File: config.mk
export PLATFORM = sky130hd
export DESIGN_NAME = gt_timer64
export DESIGN_NICKNAME = d
export VERILOG_FILES = /design/src/rtl/gt_pkg.sv /design/src/rtl/gt_counter.sv /design/src/rtl/gt_compare.sv /design/src/rtl/gt_timer64.sv
export SDC_FILE = /design/constraint.sdc
export NUM_CORES = 1
export LEC_CHECK = 0
export CAP_MARGIN = 10
export CORE_ASPECT_RATIO = 0.9
export CORE_UTILIZATION = 39
export CTS_CLUSTER_SIZE = 20
export DETAILED_ROUTE_END_ITERATION = 8
export MAX_ROUTING_LAYER = met4
export RECOVER_POWER = 100
export SETUP_SLACK_MARGIN = 0.5
export SYNTH_ARGS = -nofsm -noshare
export SYNTH_HDL_FRONTEND = slang
export SYNTH_SLANG_ARGS = --single-unit
File: constraint.sdc
create_clock -name clk -period 3.4 [get_ports clk]
set_input_delay 0.34 -clock clk [delete_from_list [all_inputs] [get_ports clk]]
set_output_delay 0.34 -clock clk [all_outputs]
set_load 0.1 [all_outputs]
File: src/rtl/gt_pkg.sv
`timescale 1ns/1ps
package gt_pkg;
  localparam int OFF_CNT_LO = 'h00;
  localparam int OFF_CNT_HI = 'h04;
  localparam int OFF_CTRL   = 'h08;
  localparam int OFF_STAT   = 'h0C;
  localparam int OFF_CMP_LO = 'h10;
  localparam int OFF_CMP_HI = 'h14;
  localparam int OFF_STEP   = 'h18;

  localparam int CTRL_W = 4;

  typedef struct packed {
    logic periodic;  // bit 3
    logic irq_en;    // bit 2
    logic cmp_en;    // bit 1
    logic run;       // bit 0
  } ctrl_t;
endpackage

File: src/rtl/gt_counter.sv
`timescale 1ns/1ps
module gt_counter #(
  parameter int HALF_W = 32
) (
  input  logic                clk,
  input  logic                rst_n,
  input  logic                run,
  input  logic [1:0]          ld,
  input  logic [HALF_W-1:0]   ld_data,
  output logic [2*HALF_W-1:0] cnt
);
  localparam int CNT_W = 2 * HALF_W;
  localparam int NHALF = 2;

  always_ff @(posedge clk) begin
    if (!rst_n) begin
      cnt <= '0;
    end else if (|ld) begin
      for (int h = 0; h < NHALF; h++)
        if (ld[h]) cnt[h*HALF_W +: HALF_W] <= ld_data;
    end else if (run) begin
      cnt <= cnt + CNT_W'(1);
    end
  end

  p_count_step_r2: assert property (@(posedge clk) disable iff (!rst_n)
    (run && !(|ld)) |=> (cnt == $past(cnt) + CNT_W'(1)));
  p_count_hold_r2: assert property (@(posedge clk) disable iff (!rst_n)
    (!run && !(|ld)) |=> $stable(cnt));
  p_load_lo_r3: assert property (@(posedge clk) disable iff (!rst_n)
    ld[0] |=> (cnt[HALF_W-1:0] == $past(ld_data)));
  p_load_hi_r3: assert property (@(posedge clk) disable iff (!rst_n)
    ld[1] |=> (cnt[CNT_W-1:HALF_W] == $past(ld_data)));
endmodule

File: src/rtl/gt_compare.sv
`timescale 1ns/1ps
module gt_compare #(
  parameter int HALF_W = 32
) (
  input  logic                clk,
  input  logic                rst_n,
  input  logic [2*HALF_W-1:0] cnt,
  input  logic                cmp_en,
  input  logic                periodic,
  input  logic [1:0]          cmp_ld,
  input  logic                step_ld,
  input  logic                rearm,
  input  logic                clr,
  input  logic [HALF_W-1:0]   wdata,
  output logic [2*HALF_W-1:0] cmp,
  output logic [HALF_W-1:0]   step,
  output logic                flag
);
  localparam int CNT_W = 2 * HALF_W;
  localparam int NHALF = 2;

  logic armed;
  logic hit;

  assign hit = cmp_en && armed && (cnt >= cmp);

  always_ff @(posedge clk) begin
    if (!rst_n) begin
      cmp <= '0;
    end else if (|cmp_ld) begin
      for (int h = 0; h < NHALF; h++)
        if (cmp_ld[h]) cmp[h*HALF_W +: HALF_W] <= wdata;
    end else if (hit && periodic) begin
      cmp <= cmp + CNT_W'(step);
    end
  end

  always_ff @(posedge clk) begin
    if (!rst_n)       step <= '0;
    else if (step_ld) step <= wdata;
  end

  always_ff @(posedge clk) begin
    if (!rst_n)                      armed <= 1'b0;
    else if ((|cmp_ld) || rearm)     armed <= 1'b1;
    else if (hit && !periodic)       armed <= 1'b0;
  end

  always_ff @(posedge clk) begin
    if (!rst_n)   flag <= 1'b0;
    else if (hit) flag <= 1'b1;
    else if (clr) flag <= 1'b0;
  end

  p_ge_fires_r5: assert property (@(posedge clk) disable iff (!rst_n)
    (cmp_en && armed && (cnt >= cmp)) |=> flag);
  p_off_quiet_r6: assert property (@(posedge clk) disable iff (!rst_n)
    (!cmp_en && !flag) |=> !flag);
  p_disarmed_quiet_r7: assert property (@(posedge clk) disable iff (!rst_n)
    (!armed && !flag) |=> !flag);
  p_step_add_r8: assert property (@(posedge clk) disable iff (!rst_n)
    (cmp_en && armed && periodic && (cnt >= cmp) && !(|cmp_ld))
      |=> (cmp == $past(cmp) + CNT_W'($past(step))));
  p_w1c_r9: assert property (@(posedge clk) disable iff (!rst_n)
    (clr && !(cmp_en && armed && (cnt >= cmp))) |=> !flag);
endmodule

File: src/rtl/gt_timer64.sv
`timescale 1ns/1ps
module gt_timer64 #(
  parameter int HALF_W = 32,
  parameter int ADDR_W = 5
) (
  input  logic              clk,
  input  logic              rst_n,
  input  logic              bus_wr,
  input  logic              bus_rd,
  input  logic [ADDR_W-1:0] bus_addr,
  input  logic [HALF_W-1:0] bus_wdata,
  output logic [HALF_W-1:0] bus_rdata,
  output logic              irq
);
  import gt_pkg::*;
  localparam int CNT_W = 2 * HALF_W;

  ctrl_t             ctrl_q;
  logic [CNT_W-1:0]  cnt;
  logic [CNT_W-1:0]  cmp;
  logic [HALF_W-1:0] step;
  logic              flag;

  logic sel_cnt_lo, sel_cnt_hi, sel_ctrl, sel_stat, sel_cmp_lo, sel_cmp_hi, sel_step;
  assign sel_cnt_lo = (bus_addr == ADDR_W'(OFF_CNT_LO));
  assign sel_cnt_hi = (bus_addr == ADDR_W'(OFF_CNT_HI));
  assign sel_ctrl   = (bus_addr == ADDR_W'(OFF_CTRL));
  assign sel_stat   = (bus_addr == ADDR_W'(OFF_STAT));
  assign sel_cmp_lo = (bus_addr == ADDR_W'(OFF_CMP_LO));
  assign sel_cmp_hi = (bus_addr == ADDR_W'(OFF_CMP_HI));
  assign sel_step   = (bus_addr == ADDR_W'(OFF_STEP));

  logic       ctrl_wr, clr_wr, rearm, step_wr;
  logic [1:0] cnt_ld, cmp_ld;
  ctrl_t      ctrl_new;

  assign ctrl_new = ctrl_t'(bus_wdata[CTRL_W-1:0]);
  assign ctrl_wr  = bus_wr && sel_ctrl;
  assign clr_wr   = bus_wr && sel_stat && bus_wdata[0];
  assign rearm    = ctrl_wr && ctrl_new.cmp_en && !ctrl_q.cmp_en;
  assign step_wr  = bus_wr && sel_step;
  assign cnt_ld   = {bus_wr && sel_cnt_hi, bus_wr && sel_cnt_lo};
  assign cmp_ld   = {bus_wr && sel_cmp_hi, bus_wr && sel_cmp_lo};

  always_ff @(posedge clk) begin
    if (!rst_n)       ctrl_q <= '0;
    else if (ctrl_wr) ctrl_q <= ctrl_new;
  end

  gt_counter #(.HALF_W(HALF_W)) u_cnt (
    .clk     (clk),
    .rst_n   (rst_n),
    .run     (ctrl_q.run),
    .ld      (cnt_ld),
    .ld_data (bus_wdata),
    .cnt     (cnt)
  );

  gt_compare #(.HALF_W(HALF_W)) u_cmp (
    .clk      (clk),
    .rst_n    (rst_n),
    .cnt      (cnt),
    .cmp_en   (ctrl_q.cmp_en),
    .periodic (ctrl_q.periodic),
    .cmp_ld   (cmp_ld),
    .step_ld  (step_wr),
    .rearm    (rearm),
    .clr      (clr_wr),
    .wdata    (bus_wdata),
    .cmp      (cmp),
    .step     (step),
    .flag     (flag)
  );

  always_comb begin
    bus_rdata = '0;
    if (bus_rd) begin
      if (sel_cnt_lo) bus_rdata = cnt[HALF_W-1:0];
      if (sel_cnt_hi) bus_rdata = cnt[CNT_W-1:HALF_W];
      if (sel_ctrl)   bus_rdata = {{(HALF_W-CTRL_W){1'b0}}, ctrl_q};
      if (sel_stat)   bus_rdata = {{(HALF_W-1){1'b0}}, flag};
      if (sel_cmp_lo) bus_rdata = cmp[HALF_W-1:0];
      if (sel_cmp_hi) bus_rdata = cmp[CNT_W-1:HALF_W];
      if (sel_step)   bus_rdata = step;
    end
  end

  assign irq = flag && ctrl_q.irq_en;

  p_irq_hold_r10: assert property (@(posedge clk) disable iff (!rst_n)
    (irq && !clr_wr && !ctrl_wr) |=> irq);
  p_reset_quiet_r1: assert property (@(posedge clk)
    !rst_n |=> (!irq && (cnt == '0)));
endmodule

---- Yosys cells after proc, flatten, opt, wreduce, memory -nomap -nowiden ----
Cells that the tools add are included.
storage, ports and cells
  register bits after elaboration ......... 166
  bits in latches ......................... 0
  bits in writable memories ............... 0
  ROM bits ................................ 0
  input port bits ......................... 41
  output and inout port bits .............. 33
  logic and storage cells ................. 73
  memories kept ........................... 0
cells by class
  add/subtract/negate cells ............... 2
  multipliers ............................. 0
  divide/modulo/power cells ............... 0
  order comparisons ....................... 1
  equality and inequality tests ........... 10
  shift operators ......................... 0
  mux-type cells .......................... 20
  bitwise operators ....................... 0
  reduce and logical (&&, ||, !) cells .... 29
operators by type and width
  operator                                                          number
  32-bit 2-to-1 mux                                                 12
  64-bit 2-to-1 mux                                                 4
  64-bit by 1-bit adder with 64-bit output (second input constant)  1
  64-bit by 32-bit adder with 64-bit output                         1
  64-bit greater-or-equal comparator                                1
  5-bit == test (second input constant)                             3
  1-bit logical AND                                                 15
  5-bit by 4-bit == test with 1-bit output (second input constant)  2
  2-bit != test (second input constant)                             4
  2-bit AND reduction                                               4
  2-bit nonzero test                                                4
  5-bit by 3-bit == test with 1-bit output (second input constant)  1
  5-bit zero test                                                   1
  1-bit 2-to-1 mux                                                  4
  2-bit OR reduction                                                2
  1-bit zero test                                                   2
  1-bit logical OR                                                  1

---- Logic depth before layout (Yosys ltp) ----
Gate-level depths: netlist (run 1).
  word-level depth ........................ 9
  gate-level depth with buffers ........... 14
  gate-level depth less buffers ........... 12

---- Hierarchy ----
Synthesis (run 1) repeated with hierarchy kept, for this count alone.
second synthesis, totals
  cells, all modules ...................... 1945
  area, all modules ....................... 14525.2 um^2
by module, submodules not included
  module      instances  cells each  area each (um^2)  sequential area each (um^2)
  gt_compare  1          1082        8376.8            1961.9
  gt_counter  1          557         4171.5            1281.2
  gt_timer64  1          306         1976.9            80.1

---- Worst setup path after synthesis (run 1) ----
No wires, ideal clock.
  path type ............................... input -> output
  start ................................... input bus_addr[1]
  end ..................................... output bus_rdata[22]
  data arrival time ....................... 3.945 ns
  setup slack ............................. -0.885 ns
  cell stages on the path ................. 6
  path through ............................ nor3_1 and3_1 clkbuf_1 buf_1 a22oi_1 a21boi_0
between the ends
  cells in the longest elaborated chain, start to end .. 9
  elaborated cells on any way between the ends .. 15
RTL lines
  element                line              RTL
  from (decl)            gt_timer64.sv:10  input logic [ADDR_W-1:0] bus_addr,
  5-bit zero test        gt_timer64.sv:25  assign sel_cnt_lo = (bus_addr == ADDR_W'(OFF_CNT_LO));
  32-bit 2-to-1 mux      gt_timer64.sv:78  if (sel_cnt_lo) bus_rdata = cnt[HALF_W-1:0];
  32-bit 2-to-1 mux      gt_timer64.sv:79  if (sel_cnt_hi) bus_rdata = cnt[CNT_W-1:HALF_W];
  32-bit 2-to-1 mux      gt_timer64.sv:80  if (sel_ctrl) bus_rdata = {{(HALF_W-CTRL_W){1'b0}}, ctrl_q};
  32-bit 2-to-1 mux      gt_timer64.sv:81  if (sel_stat) bus_rdata = {{(HALF_W-1){1'b0}}, flag};
  32-bit 2-to-1 mux      gt_timer64.sv:82  if (sel_cmp_lo) bus_rdata = cmp[HALF_W-1:0];
  32-bit 2-to-1 mux      gt_timer64.sv:83  if (sel_cmp_hi) bus_rdata = cmp[CNT_W-1:HALF_W];
  32-bit 2-to-1 mux (*)  gt_timer64.sv:84  if (sel_step) bus_rdata = step;
  32-bit 2-to-1 mux (*)  gt_timer64.sv:77  if (bus_rd) begin
  to (decl)              gt_timer64.sv:12  output logic [HALF_W-1:0] bus_rdata,
Every way passes the cells marked *; elsewhere a longest branch is shown, timed or not.

---- Worst setup path after layout (run 1) ----
  start ................................... register u_cmp.cmp[27]
  end ..................................... register u_cmp.cmp[21]
between the ends
  cells in the longest elaborated chain, start to end .. 5
RTL lines
  element                             line              RTL
  from (decl)                         gt_compare.sv:15  output logic [2*HALF_W-1:0] cmp,
  from (signal, indexed assignment)   gt_compare.sv:32  if (cmp_ld[h]) cmp[h*HALF_W +: HALF_W] <= wdata;
  from (signal assigned)              gt_compare.sv:34  cmp <= cmp + CNT_W'(step);
  64-bit greater-or-equal comparator  gt_compare.sv:25  assign hit = cmp_en && armed && (cnt >= cmp);
  1-bit logical AND                   gt_compare.sv:25
  1-bit logical AND                   gt_compare.sv:33  end else if (hit && periodic) begin
  2-bit nonzero test (no line)        n/a
  2-bit AND reduction (no line)       n/a
No other way between the ends.
A chain may end at the register's enable or synchronous reset.

==> results of run 1 <==
-- per-layer routing --
layer	wire length (µm)	GRT usage
met4	4650	0.222
met2	25800	0.519
met5	0	-
met1	23700	0.408
met3	4820	0.0521
-- cell usage after synthesis, types with 24 or more instances --
master                       n
sky130_fd_sc_hd__nand2_1   291
sky130_fd_sc_hd__a21oi_1   203
sky130_fd_sc_hd__nor2_1    174
sky130_fd_sc_hd__dfxtp_1   166
sky130_fd_sc_hd__o21ai_0   141
sky130_fd_sc_hd__clkbuf_1  105
sky130_fd_sc_hd__ha_1       97
sky130_fd_sc_hd__inv_1      79
sky130_fd_sc_hd__nand3_1    64
sky130_fd_sc_hd__a22oi_1    47
sky130_fd_sc_hd__mux2i_1    33
sky130_fd_sc_hd__nor3_1     33
sky130_fd_sc_hd__a21boi_0   32
sky130_fd_sc_hd__and3_1     27
sky130_fd_sc_hd__a31oi_1    25
sky130_fd_sc_hd__nand4_1    25
sky130_fd_sc_hd__a211oi_1   24
-- logic make-up after synthesis --
logic type,after synthesis,share of synthesized area
adder cells (fa/ha/maj),98,0.0923
AO/OA/AOI/OAI,646,0.312
multiplexers,36,0.0298
buffers and inverters,206,0.0595
flip-flops,166,0.249
AND/OR/NAND/NOR,701,0.241
XOR/XNOR,27,0.0177
-- final timing paths --
check                     start             to  slack (ps)  depth (start not counted)
hold reg to reg   u_cmp.step[7]  u_cmp.step[7]         470                          2
setup reg to reg  u_cmp.cmp[27]  u_cmp.cmp[21]         110                         13
hold / removal            rst_n  u_cmp.cmp[26]         220                          3
setup / recovery  u_cmp.cmp[27]  u_cmp.cmp[21]         110                         13
-- timing repair --
action / 4_1_cts / 5_1_grt
cloned: 5 / 10
pin swaps: 55 / 55
setup endpoints to repair: 70 / 80
gates resized for setup: 164 / 127
setup buffers: 30 / 22
-- report_power, final --
part	switching, mW	leakage [nW]	internal, mW
registers	0.0185	1.37	1.95
clock network	0.930	0.253	0.938
logic	0.341	4.87	0.214
total	1.29	6.49	3.10
-- per-stage QoR --
| stage | utilization | worst slack (ps) |
|---|---|---|
| final | 0.535 | 110 |
| after global routing | 0.535 | 128 |
| after CTS | 0.517 | 429 |
| after detailed placement | 0.472 | -427 |
| after global placement | 0.472 | -370 |
| after floorplan | - | 435 |
-- worst max-delay path: cells and delay by family (launching register included) --
kind / cells / cell delay, ps
compound gates: 7 / 1880
fa+ha+maj: 1 / 250
buf+inv: 4 / 650
flops: 1 / 340
simple gates: 1 / 50
-- area by class of cell --
class / count / share of cell area
multi-input cells: 1508 / 0.579
flip-flops and latches: 166 / 0.192
inverters: 80 / 0.0171
clock buffers: 18 / 0.0240
well taps: 455 / 0.0319
clock inverters: 14 / 0.00575
repair buffers: 264 / 0.150
-- registers in the layout, summed over array words and instances (netlist names) --
name and flops:
u_cmp.cmp 64, u_cnt.cnt 64, u_cmp.step 32, ctrl_q 4, u_cmp.armed 1, u_cmp.flag 1
==> results.cfg, run 1 <==
[sta]
timing.hold.ws_ps = 219
finalCriticalPeriod_ps = 3290
finalCritPeriodShare = 0.968
worst_slew_margin_rel = 0.341
worst_clock_skew_ps = 17.8
fmax_ghz = 0.304
worst_pin_slew_ps = 986
setup_repair_after_global_routing_missed_its_margin = yes
final-setup-viol-count = 0
hold_viol_final = 0
timing_max_transition_violations_final = 0
final.setup.tns_ps = 0

[layout]
final_cell_area_mm2 = 0.0178
layout_commonest_cell = sky130_fd_sc_hd__nand2_1
multi_input_area_mm2 = 0.0103
layout_common_cells = sky130_fd_sc_hd__nand2_1, sky130_fd_sc_hd__a21oi_1, sky130_fd_sc_hd__nor2_1
flow.area_growth_from_synthesis_pct = 33.5
final_nets = 2176
drive_above_1_share = 0.244
insertedDiodeCount = 0
register_area_mm2 = 0.00342
filler_cell_count = 3165
finalNonFillerCells = 2505

[global_route]
grt.overflow.total = 0
tot_gr_track_use = 0.336
antenna_found_initial = 0
number_of_global_route_vias_before_repair = 14500
maximum_number_of_pins_on_one_net_before_global_route_repair = 64
grt_pass1_wl_um = 86400

[route]
drt_drc_violations_left = 0
dr_total_vias = 15900
wire_per_inst_um = 23.5
detailed_route_iter0_violations = 1821
post_drt_via_cell_ratio = 6.34
drt-pass1-iter-count = 6
drt.antenna.violating_nets = 0
routed_wirelength_um = 59000

[flow_run]
number_of_max_cap_violations = 0

[synthesis]
number_of_warning_messages_in_the_yosys_log = 0
yosys.area.top_type = sky130_fd_sc_hd__dfxtp_1
count_of_flip_flops_with_a_built_in_enable_after_synthesis = 0
synth.top_cell.area_share = 0.249
postSynthNetCount = 2019
ys.flop_type = sky130_fd_sc_hd__dfxtp_1
synth.area.top_cells = sky130_fd_sc_hd__dfxtp_1, sky130_fd_sc_hd__ha_1, sky130_fd_sc_hd__nand2_1
synth-seq-area-share = 0.249
post_synth_cell_types = 83
synthesis.area_per_instance_um2 = 7.11
mappedNetlistArea_mm2 = 0.0134
synthCells = 1880
synth_async_reset_ratio = 0
ys_ff_latch = 166

[clock_tree]
numCtsBuffers = 17
cts_max_path_buffers = 2
root_buffer = sky130_fd_sc_hd__clkbuf_16
hold_buffer_count_at_cts = 0
cts_num_sinks = 166
cts.htree.levels = 4
clk_transition_reported_paths_ps = 80
tritoncts = built
insertion_delay_ps = 460

[worst_setup_path]
cp.required_ps = 3740
worst_ep_arrival_time_ps = 3630
crit_path_start_kind = flop
cell_with_the_largest_stage_delay_on_the_worst_path = sky130_fd_sc_hd__a31o_4
crit_chain = inv_2 > ha_4 > a21oi_4 > o21ai_4 > a221oi_1 > buf_4 > nor3_4 > a2111oi_4 > o211ai_1 > a31o_4 > clkbuf_1 > buf_12 > a311oi_1
max_fo_critical_path = 7
timing.setup.critical_path_class = flop to flop
worstSetupEndpointType = flop
slowest_delay_ps = 370

[floorplan]
fp.dieW_um = 197
io_pins = 74
die_h_um = 178
std_cell_rows = 63
core_area_mm2 = 0.0333
starting_utilization_of_the_core_area = 0.401
die_area_mm2 = 0.0350

[status]
run_status = finished clean

[placed_design]
port_buffers = 73
post_detail_place_hpwl_um = 41500
placed_cell_area_mm2 = 0.0157
dp.cells = 2406
gpl.final_weighted_congestion = 0.996

[pwr]
post-layout-total-power_mw = 4.39
power_leakage_nw = 6.49
powerDensity_mw_per_mm2 = 246
ir_worst_vdd_v = 0.000368

[hold_path]
hp-class = primary input to flop
No activity file was read; power rests on OpenSTA's default activity.
==> run 2: changes to the inputs <==
==> constraint.sdc (replaced) <==
create_clock -name clk -period 3.4 [get_ports clk]
set_input_delay 0.68 -clock clk [delete_from_list [all_inputs] [get_ports clk]]
set_output_delay 0.68 -clock clk [all_outputs]
set_load 0.1 [all_outputs]
==> run 2 against run 1 <==
Compared with the run above: register-to-register slack better by 160 ps; worst hold slack better by 260 ps; critical endpoint is now bus_rdata[24]; combinational power up 7.9%; final area increased by 5.8%; final cell count grew 2.4%; fmax grew 2.8%; critical path type is now primary input to output pin; via count rose by 1.2%.
==> results.cfg, run 2 (same netlist as run 1, synthesis figures left out) <==
[status]
run_status = finished clean

[floorplan]
std_cell_rows = 63
starting_utilization_of_the_core_area = 0.401
die_area_mm2 = 0.0350
die_h_um = 178
io_pins = 74
fp.dieW_um = 197
core_area_mm2 = 0.0333

[sta]
final.setup.tns_ps = 0
worst_clock_skew_ps = 13.9
final-setup-viol-count = 0
worst_pin_slew_ps = 1160
finalCriticalPeriod_ps = 3200
setup_repair_after_global_routing_missed_its_margin = yes
hold_viol_final = 0
fmax_ghz = 0.313
worst_slew_margin_rel = 0.229
finalCritPeriodShare = 0.941
timing_max_transition_violations_final = 0
timing.hold.ws_ps = 480

[clock_tree]
clk_transition_reported_paths_ps = 80
cts_max_path_buffers = 2
cts_num_sinks = 166
hold_buffer_count_at_cts = 0
cts.htree.levels = 4
root_buffer = sky130_fd_sc_hd__clkbuf_16
tritoncts = built
numCtsBuffers = 17
insertion_delay_ps = 470

[global_route]
number_of_global_route_vias_before_repair = 15100
antenna_found_initial = 0
maximum_number_of_pins_on_one_net_before_global_route_repair = 81
grt_pass1_wl_um = 90400
use_met1 = 0.436
tot_gr_track_use = 0.355
gr-usage-met2 = 0.560
grt.overflow.total = 0
groute.layer.met3.usage = 0.0429
grt_most_used_layer = met2

[route]
wire_per_inst_um = 24.1
drt_drc_violations_left = 0
routed_wirelength_um = 61900
post_drt_via_cell_ratio = 6.26
detailed_route_iter0_violations = 1822
drt-pass1-iter-count = 6
drt.antenna.violating_nets = 0
dr_total_vias = 16100

[placed_design]
post_detail_place_hpwl_um = 42800
gpl.final_weighted_congestion = 0.977
dp.cells = 2472
port_buffers = 73

[layout]
multi_input_area_mm2 = 0.0107
finalNonFillerCells = 2566
layout_commonest_cell = sky130_fd_sc_hd__nand2_1
layout_common_cells = sky130_fd_sc_hd__nand2_1, sky130_fd_sc_hd__buf_4, sky130_fd_sc_hd__a21oi_1
register_area_mm2 = 0.00342
final_nets = 2236
drive_above_1_share = 0.287
reg.largest.list = u_cmp.cmp (64), u_cnt.cnt (64), u_cmp.step (32)
flow.area_growth_from_synthesis_pct = 41.3
filler_cell_count = 3081

[worst_setup_path]
max_fo_critical_path = 15
launching_instance_or_port_of_the_critical_path = bus_addr[3]
crit_path_start_kind = primary input
regToRegSetupSlack_ps = 270
slowest_delay_ps = 460
worstSetupEndpoint = bus_rdata[24]
cell_with_the_largest_stage_delay_on_the_worst_path = sky130_fd_sc_hd__clkbuf_2
rr_startpoint = u_cmp.cmp[38]
worstSetupEndpointType = output pin
worst_ep_arrival_time_ps = 2520
crit_chain = clkdlybuf4s15_2 > nor3_4 > and3_1 > buf_12 > a22oi_1 > a21boi_4 > clkbuf_2
reg2reg_to = u_cmp.cmp[9]
cp.required_ps = 2720
timing.setup.critical_path_class = primary input to output pin
ff2ff_path_depth = 15

[pwr]
powerDensity_mw_per_mm2 = 247
ir_worst_vdd_v = 0.000371
power_leakage_nw = 7.06

[hold_path]
hp-class = flop to flop

[flow_run]
number_of_max_cap_violations = 0
[run 2: changes by cell type in the layout (fill, tap and decap cells not counted), moves of 7 or more]
| cell | change |
|---|---|
| sky130_fd_sc_hd__dfxtp_2 | +13 |
| sky130_fd_sc_hd__o21ai_0 | -7 |
| sky130_fd_sc_hd__a22oi_2 | +12 |
| sky130_fd_sc_hd__dfxtp_1 | -7 |
| sky130_fd_sc_hd__o21ai_1 | +7 |
| sky130_fd_sc_hd__a22oi_1 | -12 |
| sky130_fd_sc_hd__a21boi_2 | -15 |
| sky130_fd_sc_hd__buf_4 | +43 |
| sky130_fd_sc_hd__a21boi_4 | +20 |
[run 2: cell type report]
class	count	share of cell area
antenna	2	0.000265
multi-input combinational	1508	0.566
tap	455	0.0301
inverter	80	0.0162
clock inverter	9	0.00609
clock buffer	22	0.0251
sequential	166	0.181
timing repair buffer	324	0.175
[run 2: worst min-delay path by stage]
stage	from	cells after the start	to
global placement	u_cmp.step[17]	2	u_cmp.step[17]
global route	u_cmp.step[11]	2	u_cmp.step[11]
CTS	u_cmp.step[13]	2	u_cmp.step[13]
finish	u_cmp.step[11]	2	u_cmp.step[11]
detailed placement	u_cmp.step[17]	2	u_cmp.step[17]
floorplan	ctrl_q[2]	2	ctrl_q[2]
[run 2: report_power, final]
group / internal (mW) / switching, mW
clock network: 1.15 / 0.945
registers: 1.95 / 0.0163
logic: 0.241 / 0.358
total: 3.34 / 1.32
[run 2: timing repair]
action | 4_1_cts | 5_1_grt
setup buffers | 22 | 24
pin swaps | 45 | 72
gates cloned | 12 | 3
setup endpoints to repair | 102 | 88
gates resized for setup | 186 | 183
[run 2: per-stage QoR]
step           utilization  total power, mW  worst slack (ps)  area (µm²)
5_1_grt              0.566             4.77               149       18900
4_1_cts              0.550             4.63               366       18300
3_3_place_gp         0.495             2.52              -101       16500
2_1_floorplan            -             2.26               501       13800
6_report             0.567             4.66               200       18900
3_5_place_dp         0.495             2.52              -158       16500
[run 2: critical path, delay by kind of cell]
kind                   cells  cell delay (ps)
buffers and inverters      3              890
and+or+nand+nor            2              550
AOI/OAI and AO/OA          2              370
[run 2: layer usage]
metal / wire [µm] / vias to the layer above
met2: 28100 / 858
met5: 0 / -
li1: - / 7309
met1: 25100 / 7706
met3: 4740 / 194
met4: 3920 / 0
==> run 3: changes to the inputs <==
--- a/config.mk
+++ b/config.mk
@@ -11,6 +11,7 @@
 export CTS_CLUSTER_SIZE = 20
 export DETAILED_ROUTE_END_ITERATION = 8
 export MAX_ROUTING_LAYER = met4
+export PLACE_DENSITY = 0.67
 export RECOVER_POWER = 100
 export SETUP_SLACK_MARGIN = 0.5
 export SYNTH_ARGS = -nofsm -noshare
==> constraint.sdc (replaced) <==
create_clock -name clk -period 4.1 [get_ports clk]
set_input_delay 0.82 -clock clk [delete_from_list [all_inputs] [get_ports clk]]
set_output_delay 0.82 -clock clk [all_outputs]
set_load 0.1 [all_outputs]
==> run 3 against run 2 <==
Compared with the run above: worst setup slack better by 170 ps; sequential share of layout area is 2.2 points higher; critical path depth is 1 higher; global-route usage is 3.1 points lower; non-clock buffer count is 152 lower; clock-buffer cell count is 4 lower; flip-flop and latch count stayed put; utilization is 7.6 points lower; final cell count is 6.0% lower; critical endpoint is now bus_rdata[1]; largest cell class unchanged; largest power group unchanged.
==> results.cfg, run 3 (same netlist as run 1, synthesis figures left out) <==
[status]
run_status = finished clean

[floorplan]
die_h_um = 178
starting_utilization_of_the_core_area = 0.401
die_area_mm2 = 0.0350
std_cell_rows = 63
io_pins = 74
fp.dieW_um = 197
core_area_mm2 = 0.0333

[clock_tree]
hold_buffer_count_at_cts = 0
cts_max_path_buffers = 2
insertion_delay_ps = 460
root_buffer = sky130_fd_sc_hd__clkbuf_16
cts_num_sinks = 166
clk_transition_reported_paths_ps = 80
cts.htree.levels = 4
numCtsBuffers = 17
tritoncts = built

[sta]
fmax_ghz = 0.268
worst_slew_margin_rel = 0.0927
timing_max_transition_violations_final = 0
worst_clock_skew_ps = 16.9
setup_slack_ps = 369
setup_repair_after_global_routing_missed_its_margin = yes
final-setup-viol-count = 0
timing.hold.ws_ps = 481
finalCriticalPeriod_ps = 3730
hold_viol_final = 0
final.setup.tns_ps = 0
finalCritPeriodShare = 0.910
worst_pin_slew_ps = 1360

[hold_path]
worstHoldStart = u_cmp.step[17]
hp-class = flop to flop
end_point_of_the_worst_hold_path = u_cmp.step[17]
timing.hold.worst_path_depth = 2

[global_route]
tot_gr_track_use = 0.324
antenna_found_initial = 0
number_of_global_route_vias_before_repair = 13900
grt.overflow.total = 0
maximum_number_of_pins_on_one_net_before_global_route_repair = 80
grt_pass1_wl_um = 83700

[flow_run]
number_of_max_cap_violations = 0

[placed_design]
placed_cell_area_mm2 = 0.0157
post_detail_place_hpwl_um = 40800
port_buffers = 73
place_ws_ps = 319
gpl.final_weighted_congestion = 1.02

[layout]
flow.area_growth_from_synthesis_pct = 22.5
reg.largest.list = u_cmp.cmp (64), u_cnt.cnt (64), u_cmp.step (32)
drive_above_1_share = 0.128
layout_common_cells = sky130_fd_sc_hd__nand2_1, sky130_fd_sc_hd__a21oi_1, sky130_fd_sc_hd__nor2_1
final_cell_area_mm2 = 0.0164
insertedDiodeCount = 0
layout_commonest_cell = sky130_fd_sc_hd__nand2_1
final_nets = 2084
filler_cell_count = 3271

[route]
detailed_route_iter0_violations = 1897
dr_total_vias = 15200
drt_drc_violations_left = 0
drt.antenna.violating_nets = 0
wl_met2_um = 24700
highest_layer = met4
met1Wirelength_um = 22700
routed_wirelength_um = 55400
wire_per_inst_um = 23.0
drt-pass1-iter-count = 7
post_drt_via_cell_ratio = 6.28
routed-wl-met3_um = 4680

[worst_setup_path]
timing.setup.critical_path_class = primary input to output pin
rr_startpoint = u_cnt.cnt[28]
max_fo_critical_path = 9
ff2ff_path_depth = 9
crit_path_start_kind = primary input
regToRegSetupSlack_ps = 390
cp.required_ps = 3280
worstSetupEndpointType = output pin
worst_ep_arrival_time_ps = 2910
reg2reg_to = u_cnt.cnt[62]

[pwr]
powerDensity_mw_per_mm2 = 226
power_leakage_nw = 5.95
ir_worst_vdd_v = 0.000257
==> run 3: cell types whose count changed in the layout (fill, tap and decap cells not counted), sizes merged, moves of 2 or more <==
cell and delta:
buf -134, clkbuf -25, clkdlybuf4s50 +3, clkinv +3
diode -2, inv +4
==> run 3: final cells by class <==
type,instances,area (µm²),share of cell area
Multi-Input combinational cell,1508,9710,0.593
Sequential cell,166,3320,0.203
Timing Repair Buffer,172,1900,0.116
Tap cell,455,569,0.0348
Clock buffer,18,429,0.0262
Inverter,80,303,0.0185
Clock inverter,14,140,0.00856
==> run 3: how the worst max path moves through the flow <==
stage                  startpoint  slack, ps             to
floorplan             bus_addr[1]        580   bus_rdata[0]
CTS                   bus_addr[1]        500   bus_rdata[0]
global placement    u_cmp.cmp[25]        290  u_cmp.cmp[10]
finish                bus_addr[1]        370   bus_rdata[1]
detailed placement  u_cmp.cmp[25]        320  u_cmp.cmp[19]
global route          bus_addr[1]        250   bus_rdata[0]
==> run 3: critical path, cell delays in order <==
cell	delay [ps]
sky130_fd_sc_hd__dlygate4sd3_1	600
sky130_fd_sc_hd__nor2_1	130
sky130_fd_sc_hd__nand2_1	180
sky130_fd_sc_hd__nor3_2	140
sky130_fd_sc_hd__clkbuf_1	390
sky130_fd_sc_hd__a22oi_1	230
sky130_fd_sc_hd__a21boi_4	220
sky130_fd_sc_hd__buf_12	190
==> run 3: timing repair <==
item                                    in CTS  in global routing
resized for setup                            5                 20
gates cloned                                 0                  1
buffers inserted                             0                  7
pin swaps                                    0                  9
endpoints found under the setup margin      52                 76
==> run 3: power by group <==
part | leakage, nW | internal, mW | switching, mW
logic | 4.33 | 0.137 | 0.251
clock network | 0.280 | 0.857 | 0.810
registers | 1.34 | 1.62 | 0.0161
==> run 3: layer usage <==
metal  vias to the layer above  GRT usage
met2                       926      0.506
met5                         -          -
li1                       6994          -
met3                       177     0.0380
met4                         0      0.170
met1                      7064      0.412
==> run 3: through the flow <==
stage | power [mW] | instances | util
floorplan | 1.87 | 1880 | -
global placement | 2.04 | 2373 | 0.470
detailed placement | 2.05 | 2373 | 0.470
CTS | 3.68 | 2405 | 0.488
global route | 3.78 | 2413 | 0.491
finish | 3.69 | 2413 | 0.491
